## src/rtl/dcd_pkg.sv

```systemverilog
`timescale 1ns/1ps
package dcd_pkg;
  localparam int AW           = 48;
  localparam int RNG_GRAN     = 24;
  localparam int RNG_FW       = AW - RNG_GRAN;
  localparam int HOLE_BASE_SH = 24;
  localparam int HOLE_BASE_FW = 32 - HOLE_BASE_SH;
  localparam int HOLE_OFS_SH  = 23;
  localparam int HOLE_OFS_FW  = 32 - HOLE_OFS_SH;
  localparam int SEL_BASE_SH  = 27;
  localparam int SEL_BASE_FW  = AW - SEL_BASE_SH;
  localparam int SEL_OFS_SH   = 26;
  localparam int SEL_OFS_FW   = AW - SEL_OFS_SH;
  localparam int SWAP_SH      = 27;
  localparam int SWAP_TOP     = 34;
  localparam int SWAP_FW      = SWAP_TOP - SWAP_SH;
  localparam int NODE_SH      = 12;
  localparam int NODE_FW      = 3;
  localparam int HASH_LO      = 16;
  localparam int HASH_HI      = 20;

  typedef logic [AW-1:0] addr_t;
  localparam addr_t FOUR_GIB = addr_t'(64'h1_0000_0000);

  typedef enum logic [2:0] {
    SRC_ZERO, SRC_GANG, SRC_HIGH, SRC_BIT6, SRC_HASH, SRC_NODE_NEXT, SRC_HI_INV
  } chan_src_e;

  function automatic logic mask_legal(input logic [NODE_FW-1:0] m);
    return (m == 3'b000) || (m == 3'b001) || (m == 3'b011) || (m == 3'b111);
  endfunction

  function automatic logic [1:0] ilog_of(input logic [NODE_FW-1:0] m);
    case (m)
      3'b001:  return 2'd1;
      3'b011:  return 2'd2;
      3'b111:  return 2'd3;
      default: return 2'd0;
    endcase
  endfunction

  function automatic addr_t drop_bit(input addr_t a, input int unsigned pos);
    addr_t keep_lo;
    keep_lo = (addr_t'(1) << pos) - addr_t'(1);
    return ((a >> (pos + 1)) << pos) | (a & keep_lo);
  endfunction

  function automatic addr_t drop_node_bits(input addr_t a, input logic [1:0] n);
    addr_t keep_lo;
    keep_lo = (addr_t'(1) << NODE_SH) - addr_t'(1);
    return ((a >> (NODE_SH + int'(n))) << NODE_SH) | (a & keep_lo);
  endfunction

  function automatic logic hash5(input addr_t a);
    return ^a[HASH_HI:HASH_LO];
  endfunction
endpackage

```

## src/rtl/dcd_range_check.sv

```systemverilog
`timescale 1ns/1ps
module dcd_range_check
  import dcd_pkg::*;
(
  input  addr_t                   addr,
  input  logic [1:0]              rng_en,
  input  logic [RNG_FW-1:0]       rng_base,
  input  logic [RNG_FW-1:0]       rng_limit,
  input  logic [NODE_FW-1:0]      node_mask,
  input  logic [NODE_FW-1:0]      node_id,
  input  logic                    hole_en,
  input  logic [HOLE_BASE_FW-1:0] hole_base,
  output logic                    range_hit,
  output logic                    hole_hit,
  output logic                    cfg_err,
  output logic [1:0]              ilog
);
  addr_t base_full, limit_full, hole_full;
  logic  node_ok;

  always_comb begin
    base_full  = {rng_base,  {RNG_GRAN{1'b0}}};
    limit_full = {rng_limit, {RNG_GRAN{1'b1}}};
    hole_full  = addr_t'({hole_base, {HOLE_BASE_SH{1'b0}}});
    node_ok    = (node_mask == '0) ||
                 (node_id == (addr[NODE_SH+NODE_FW-1:NODE_SH] & node_mask));
    range_hit  = (rng_en != '0) && (addr >= base_full) && (addr <= limit_full) && node_ok;
    hole_hit   = hole_en && (addr >= hole_full) && (addr < FOUR_GIB);
    cfg_err    = !mask_legal(node_mask);
    ilog       = ilog_of(node_mask);
  end
endmodule

```

## src/rtl/dcd_region_swap.sv

```systemverilog
`timescale 1ns/1ps
module dcd_region_swap
  import dcd_pkg::*;
(
  input  addr_t              addr_in,
  input  logic               swap_en,
  input  logic [SWAP_FW-1:0] swap_base,
  input  logic [SWAP_FW-1:0] swap_limit,
  input  logic [SWAP_FW-1:0] swap_size,
  output addr_t              addr_out
);
  logic [SWAP_FW-1:0] blk;
  logic               low_16g, in_region;

  always_comb begin
    blk       = addr_in[SWAP_TOP-1:SWAP_SH];
    low_16g   = (addr_in[AW-1:SWAP_TOP] == '0);
    in_region = low_16g && (((blk >= swap_base) && (blk <= swap_limit)) || (blk < swap_size));
    addr_out  = (swap_en && in_region) ?
                (addr_in ^ addr_t'({swap_base, {SWAP_SH{1'b0}}})) : addr_in;
  end
endmodule

```

## src/rtl/dcd_chan_select.sv

```systemverilog
`timescale 1ns/1ps
module dcd_chan_select
  import dcd_pkg::*;
(
  input  addr_t                  addr,
  input  logic [1:0]             ilog,
  input  logic                   hi_rng_en,
  input  logic                   hi_chan,
  input  logic                   ilv_en,
  input  logic                   gang_en,
  input  logic [1:0]             ilv_mode,
  input  logic [SEL_BASE_FW-1:0] sel_base,
  output logic                   hi_sel,
  output logic                   chan
);
  chan_src_e src;

  always_comb begin
    hi_sel = hi_rng_en && !gang_en && (addr >= {sel_base, {SEL_BASE_SH{1'b0}}});
    if (gang_en)                    src = SRC_GANG;
    else if (hi_sel)                src = SRC_HIGH;
    else if (ilv_en && ilv_mode == 2'd0) src = SRC_BIT6;
    else if (ilv_en && ilv_mode[1]) src = SRC_HASH;
    else if (ilv_en)                src = SRC_NODE_NEXT;
    else if (hi_rng_en)             src = SRC_HI_INV;
    else                            src = SRC_ZERO;
  end

  always_comb begin
    case (src)
      SRC_GANG:      chan = addr[3];
      SRC_HIGH:      chan = hi_chan;
      SRC_BIT6:      chan = addr[6];
      SRC_HASH:      chan = hash5(addr) ^ (ilv_mode[0] ? addr[9] : addr[6]);
      SRC_NODE_NEXT: chan = addr[NODE_SH + int'(ilog)];
      SRC_HI_INV:    chan = ~hi_chan;
      default:       chan = 1'b0;
    endcase
  end
endmodule

```

## src/rtl/dcd_addr_norm.sv

```systemverilog
`timescale 1ns/1ps
module dcd_addr_norm
  import dcd_pkg::*;
(
  input  addr_t                   addr,
  input  logic                    hi_sel,
  input  logic                    hole_en,
  input  logic [HOLE_BASE_FW-1:0] hole_base,
  input  logic [HOLE_OFS_FW-1:0]  hole_ofs,
  input  logic [SEL_BASE_FW-1:0]  sel_base,
  input  logic [SEL_OFS_FW-1:0]   sel_ofs,
  input  logic [RNG_FW-1:0]       rng_base,
  input  logic [1:0]              ilog,
  input  logic                    ilv_en,
  input  logic                    gang_en,
  input  logic [1:0]              ilv_mode,
  output addr_t                   chan_addr
);
  addr_t hole_base_full, hole_ofs_full, sel_base_full, sel_ofs_full, rng_base_full;
  addr_t offset, rebased, node_free;
  logic  hole_applies;

  always_comb begin
    hole_base_full = addr_t'({hole_base, {HOLE_BASE_SH{1'b0}}});
    hole_ofs_full  = addr_t'({hole_ofs,  {HOLE_OFS_SH{1'b0}}});
    sel_base_full  = {sel_base, {SEL_BASE_SH{1'b0}}};
    sel_ofs_full   = {sel_ofs,  {SEL_OFS_SH{1'b0}}};
    rng_base_full  = {rng_base, {RNG_GRAN{1'b0}}};
    hole_applies   = hole_en && (addr >= FOUR_GIB);
    if (hi_sel)
      offset = (hole_applies && (sel_base_full < hole_base_full)) ? hole_ofs_full : sel_ofs_full;
    else
      offset = hole_applies ? hole_ofs_full : rng_base_full;
    rebased   = addr - offset;
    node_free = drop_node_bits(rebased, ilog);
    if (ilv_en && !hi_sel && !gang_en) begin
      if (!ilv_mode[0])          chan_addr = drop_bit(node_free, 6);
      else if (ilv_mode == 2'd1) chan_addr = drop_bit(node_free, 12);
      else                       chan_addr = drop_bit(node_free, 9);
    end else begin
      chan_addr = node_free;
    end
  end
endmodule

```

## src/rtl/dram_chan_decoder.sv

```systemverilog
`timescale 1ns/1ps
module dram_chan_decoder
  import dcd_pkg::*;
(
  input  logic                    clk,
  input  logic                    rst_n,
  input  logic                    in_valid,
  input  logic [AW-1:0]           sys_addr,
  input  logic [1:0]              rng_en,
  input  logic [RNG_FW-1:0]       rng_base,
  input  logic [RNG_FW-1:0]       rng_limit,
  input  logic [NODE_FW-1:0]      node_mask,
  input  logic [NODE_FW-1:0]      node_id,
  input  logic                    hole_en,
  input  logic [HOLE_BASE_FW-1:0] hole_base,
  input  logic [HOLE_OFS_FW-1:0]  hole_ofs,
  input  logic                    swap_en,
  input  logic [SWAP_FW-1:0]      swap_base,
  input  logic [SWAP_FW-1:0]      swap_limit,
  input  logic [SWAP_FW-1:0]      swap_size,
  input  logic                    hi_rng_en,
  input  logic                    hi_chan,
  input  logic                    ilv_en,
  input  logic                    gang_en,
  input  logic [1:0]              ilv_mode,
  input  logic [SEL_BASE_FW-1:0]  sel_base,
  input  logic [SEL_OFS_FW-1:0]   sel_ofs,
  output logic                    out_valid,
  output logic                    out_hit,
  output logic                    out_cfg_err,
  output logic                    out_chan,
  output logic [AW-1:0]           out_chan_addr
);
  logic       range_hit, hole_hit, cfg_err, hi_sel, chan, hit;
  logic [1:0] ilog;
  addr_t      swapped, chan_addr;

  dcd_range_check u_range (
    .addr(sys_addr), .rng_en(rng_en), .rng_base(rng_base), .rng_limit(rng_limit),
    .node_mask(node_mask), .node_id(node_id), .hole_en(hole_en), .hole_base(hole_base),
    .range_hit(range_hit), .hole_hit(hole_hit), .cfg_err(cfg_err), .ilog(ilog)
  );

  dcd_region_swap u_swap (
    .addr_in(sys_addr), .swap_en(swap_en), .swap_base(swap_base),
    .swap_limit(swap_limit), .swap_size(swap_size), .addr_out(swapped)
  );

  dcd_chan_select u_csel (
    .addr(swapped), .ilog(ilog), .hi_rng_en(hi_rng_en), .hi_chan(hi_chan),
    .ilv_en(ilv_en), .gang_en(gang_en), .ilv_mode(ilv_mode), .sel_base(sel_base),
    .hi_sel(hi_sel), .chan(chan)
  );

  dcd_addr_norm u_norm (
    .addr(swapped), .hi_sel(hi_sel), .hole_en(hole_en), .hole_base(hole_base),
    .hole_ofs(hole_ofs), .sel_base(sel_base), .sel_ofs(sel_ofs), .rng_base(rng_base),
    .ilog(ilog), .ilv_en(ilv_en), .gang_en(gang_en), .ilv_mode(ilv_mode),
    .chan_addr(chan_addr)
  );

  assign hit = range_hit && !hole_hit && !cfg_err;

  always_ff @(posedge clk) begin
    if (!rst_n) begin
      out_valid     <= 1'b0;
      out_hit       <= 1'b0;
      out_cfg_err   <= 1'b0;
      out_chan      <= 1'b0;
      out_chan_addr <= '0;
    end else begin
      out_valid <= in_valid;
      if (in_valid) begin
        out_hit       <= hit;
        out_cfg_err   <= cfg_err;
        out_chan      <= hit ? chan : 1'b0;
        out_chan_addr <= hit ? chan_addr : '0;
      end
    end
  end
endmodule

```

## config.mk

```make
export PLATFORM = sky130hd
export DESIGN_NAME = dram_chan_decoder
export DESIGN_NICKNAME = d
export VERILOG_FILES = /design/src/rtl/dcd_pkg.sv /design/src/rtl/dcd_range_check.sv /design/src/rtl/dcd_region_swap.sv /design/src/rtl/dcd_chan_select.sv /design/src/rtl/dcd_addr_norm.sv /design/src/rtl/dram_chan_decoder.sv
export SDC_FILE = /design/constraint.sdc
export NUM_CORES = 1
export LEC_CHECK = 0
export ABC_CLOCK_PERIOD_IN_PS = 9200
export BUFFER_PORTS_ARGS = -buffer_cell sky130_fd_sc_hd__buf_2
export CORE_MARGIN = 1.5
export CORE_UTILIZATION = 55
export CTS_CLUSTER_DIAMETER = 100
export DETAILED_ROUTE_END_ITERATION = 16
export GPL_TIMING_DRIVEN = 0
export PLACE_DENSITY_LB_ADDON = 0.2
export SYNTH_ARGS = -nofsm -noshare
export SYNTH_HDL_FRONTEND = slang
export SYNTH_HIERARCHICAL = 1
export SYNTH_SLANG_ARGS = --single-unit
```

## constraint.sdc

```tcl
create_clock -name clk -period 9.2 [get_ports clk]
set_clock_uncertainty 0.05 [all_clocks]
set_input_delay 1.38 -clock clk [delete_from_list [all_inputs] [get_ports clk]]
set_output_delay 1.38 -clock clk [all_outputs]
set_load 0.05 [all_outputs]
```

==> impl_metrics.py <==
metrics = {
    "sta": {
        "fmax_mhz": 115,
        "finalSetupTns_ns": 0,
        "period_share_pct": 94.3,
        "period_needed_ns": 8.68,
        "worst_slew_pin_slew_ns": 0.728,
        "rsz0062_at_grt": "no",
        "hold_viol": 0,
        "finalMaxSlewViolations": 0,
        "finalSetupViolCount": 0,
        "maxSlewHeadroom_pct": 51.3,
    },
    "yosys": {
        "synth-edff-count": 0,
        "synth.top_cell.area_share_pct": 17.6,
        "synth_top_cells_by_area": "ha_1 (18%), dfxtp_1 (11%), inv_1 (5.3%), mux2i_1 (5.3%), nand4_1 (5.1%)",
        "yosys_register_bits": 52,
        "async_reset_ff_share_pct": 0,
        "syn_inst": 1187,
        "synth_common_cells": "inv_1 (129), ha_1 (128), a21oi_1 (84), nand2_1 (83), nand4_1 (74)",
        "ys_seq_area_share_pct": 11.5,
        "avgSynthCellArea_um2": 7.65,
        "synth_most_common_cell": "inv_1",
        "synth_cell_types": 88,
        "synth_warnings": 6,
        "netlist_area_mm2": 0.00908,
        "synth_flop_cell": "dfxtp_1",
        "synth_top_area_cell": "ha_1",
        "syn_nets": 1512,
    },
    "power_and_ir_drop": {
        "power.leakage_nw": 5.34,
        "powerDensity_mw_per_mm2": 94.5,
        "power_mw": 1.02,
        "ir_drop_mv": 0.0851,
    },
    "global_route": {
        "grt_usage_pct": 31.3,
        "grt_pass1_vias": 9374,
        "overflow": 0,
        "grt_max_degree": 19,
        "antenna_found_initial": 2,
        "grt_pass1_wl_mm": 45.0,
    },
    "placed_design": {
        "place_congestion": 0.943,
        "portBuffers": 245,
        "numPlacedInstances": 1648,
        "hpwl_mm": 23.3,
    },
    "cells_and_area": {
        "final_nets": 1766,
        "syn_to_final_growth_pct": 18.5,
        "drive_above_1_share_pct": 28.4,
        "fin_cells": 1659,
    },
    "drt": {
        "route.detailed.drc": 0,
        "met3_length_mm": 2.01,
        "wl_met1_mm": 12.4,
        "wl_met2_mm": 13.0,
        "detail_route.wirelength_mm": 27.9,
        "drt-initial-drc-count": 700,
        "first_pass_iters": 5,
        "top_layer_used": "met5",
        "ant_nets": 0,
        "viasPerCell": 5.92,
        "post_drt_wl_per_cell_um": 16.8,
        "dr_total_vias": 9817,
    },
    "clock_tree": {
        "cts_tree": "built",
        "htree_levels": 2,
        "clk_latency_ns": 0.30,
        "root_buffer": "clkbuf_16",
        "clk_path_buf_depth": 2,
        "cts.clk_slew.worst_paths_ns": 0.07,
        "cts.sinks": 52,
        "cts_buffers": 5,
    },
    "setup_path": {
        "endpoint_kind": "flop",
        "slowest_stage": "nor2_1",
        "cp_data_arrival_time_ns": 8.83,
        "crit_path_start_kind": "primary input",
        "cp_num_buf_inv": 4,
        "reg2regPathDepth": 2,
        "r2r_start": "out_cfg_err",
        "crit_type": "in2reg",
        "required_ns": 9.35,
        "reg2reg_slack_ns": 8.51,
        "critPathTopFamily": "compound AO/OA/AOI/OAI gates",
        "cp_slowest_stage_delay_ns": 0.61,
        "crit_fanout": 10,
        "r2r-end": "out_cfg_err",
    },
    "status": {
        "status": "completed",
    },
    "worst_hold_path": {
        "hold_start": "out_chan_addr[19]",
        "min-delay-path-class": "reg2reg",
        "hold_path_depth": 1,
        "hold_end": "out_chan_addr[19]",
    },
    "floorplanning": {
        "num_rows": 46,
        "coreArea_mm2": 0.0160,
        "die_x_um": 132,
        "dieArea_mm2": 0.0173,
        "initial_core_util_pct": 56.8,
        "die_y_um": 132,
        "io_pins": 248,
    },
    "run": {
        "drv_cap": 0,
    },
}
-- logic make-up (layout without fill, tap and decap cells) --
| group | count (synthesis) | count (layout) | share of synthesized area (%) |
|---|---|---|---|
| DFF | 52 | 52 | 11.5 |
| buffers and inverters | 239 | 494 | 12.7 |
| adders and majority gates | 129 | 129 | 17.9 |
| AOI/OAI and AO/OA | 319 | 319 | 26.2 |
| muxes | 75 | 75 | 8.64 |
| xor gates and xnor gates | 21 | 21 | 2.02 |
| other | 0 | 1 | 0 |
| and+or+nand+nor | 352 | 352 | 21.2 |
-- sequential cells by signal (all words and copies together) (netlist names) --
register / cells
out_hit: 1
out_cfg_err: 1
out_valid: 1
out_chan_addr: 48
out_chan: 1
-- worst max path at each step --
stage	from	to	slack [ns]	depth (start not counted)
global route	sys_addr[29]	out_chan_addr[40]	0.08	32
CTS	sys_addr[29]	out_chan_addr[40]	0.49	32
detailed placement	sys_addr[29]	out_chan_addr[40]	0.21	31
floorplan	swap_limit[4]	out_chan_addr[40]	1.70	30
global placement	sys_addr[29]	out_chan_addr[40]	0.32	32
finish	sys_addr[29]	out_chan_addr[40]	0.52	32
-- area by class of cell --
class                      count  area (µm²)
timing repair buffer         247        1240
antenna                        1        2.50
clock buffer                   5         125
clock inverter                 3        26.3
fill                        1465        5240
multi-input combinational    896        6900
buffer                       110         668
tap                          216         270
sequential                    52        1040
inverter                     129         484
-- power by group --
group / total (mW) / internal [mW] / leakage (nW) / switching [mW]
sequential: 0.228 / 0.227 / 0.419 / 0.00122
combinational: 0.594 / 0.249 / 4.84 / 0.344
clock: 0.195 / 0.103 / 0.0744 / 0.0921
total: 1.02 / 0.579 / 5.34 / 0.438
-- repair_timing --
item / 4_1_cts / 5_1_grt
buffers inserted: 0 / 2
gates resized for setup: 0 / 3
endpoints found under the setup margin: 0 / 7
hold buffers: 0 / 0
-- worst register-to-register path, cell delays in order (launching register included) --
cell and delay [ns]:
dfxtp_1 0.33, mux2i_1 0.14, nor2b_1 0.07
-- metrics by stage --
step                      worst slack [ns]  cell area (µm²)  hold slack [ns]  util, %
final                                0.523            10800            0.410     67.3
after global routing                0.0816            10800            0.430     67.3
after CTS                            0.488            10700            0.416     67.1
after detailed placement             0.206            10600            0.393     66.1
after global placement               0.319            10600            0.395     66.1
after floorplan                       1.70             9080            0.646        -
-- cells in the final DEF, fill, tap and decap left out, types with 6 or more instances in the layout --
master	instances
a21o_1	16
nand4_1	74
nand2b_1	10
a211oi_1	6
or3_1	8
and2_1	9
nor3_1	15
o2bb2ai_1	29
mux2_2	26
buf_2	256
inv_1	129
o2111ai_1	7
mux2i_1	48
buf_6	7
nand3_1	28
nor2_1	49
o22a_2	6
o21ai_0	52
nor4_1	23
nand2_1	83
clkbuf_1	36
o211ai_1	11
o2bb2ai_2	20
buf_4	52
xnor2_1	11
a31oi_1	6
a22oi_1	18
a21oi_1	84
nor2b_1	10
xor2_1	10
dfxtp_1	52
ha_1	128
-- layer usage --
metal / vias to the layer above / GRT usage (%)
met2: 423 / 54.0
met1: 4483 / 41.1
met5: - / 0
li1: 4866 / -
met4: 2 / 7.90
met3: 43 / 3.97
(Power assumes the default switching activity.)
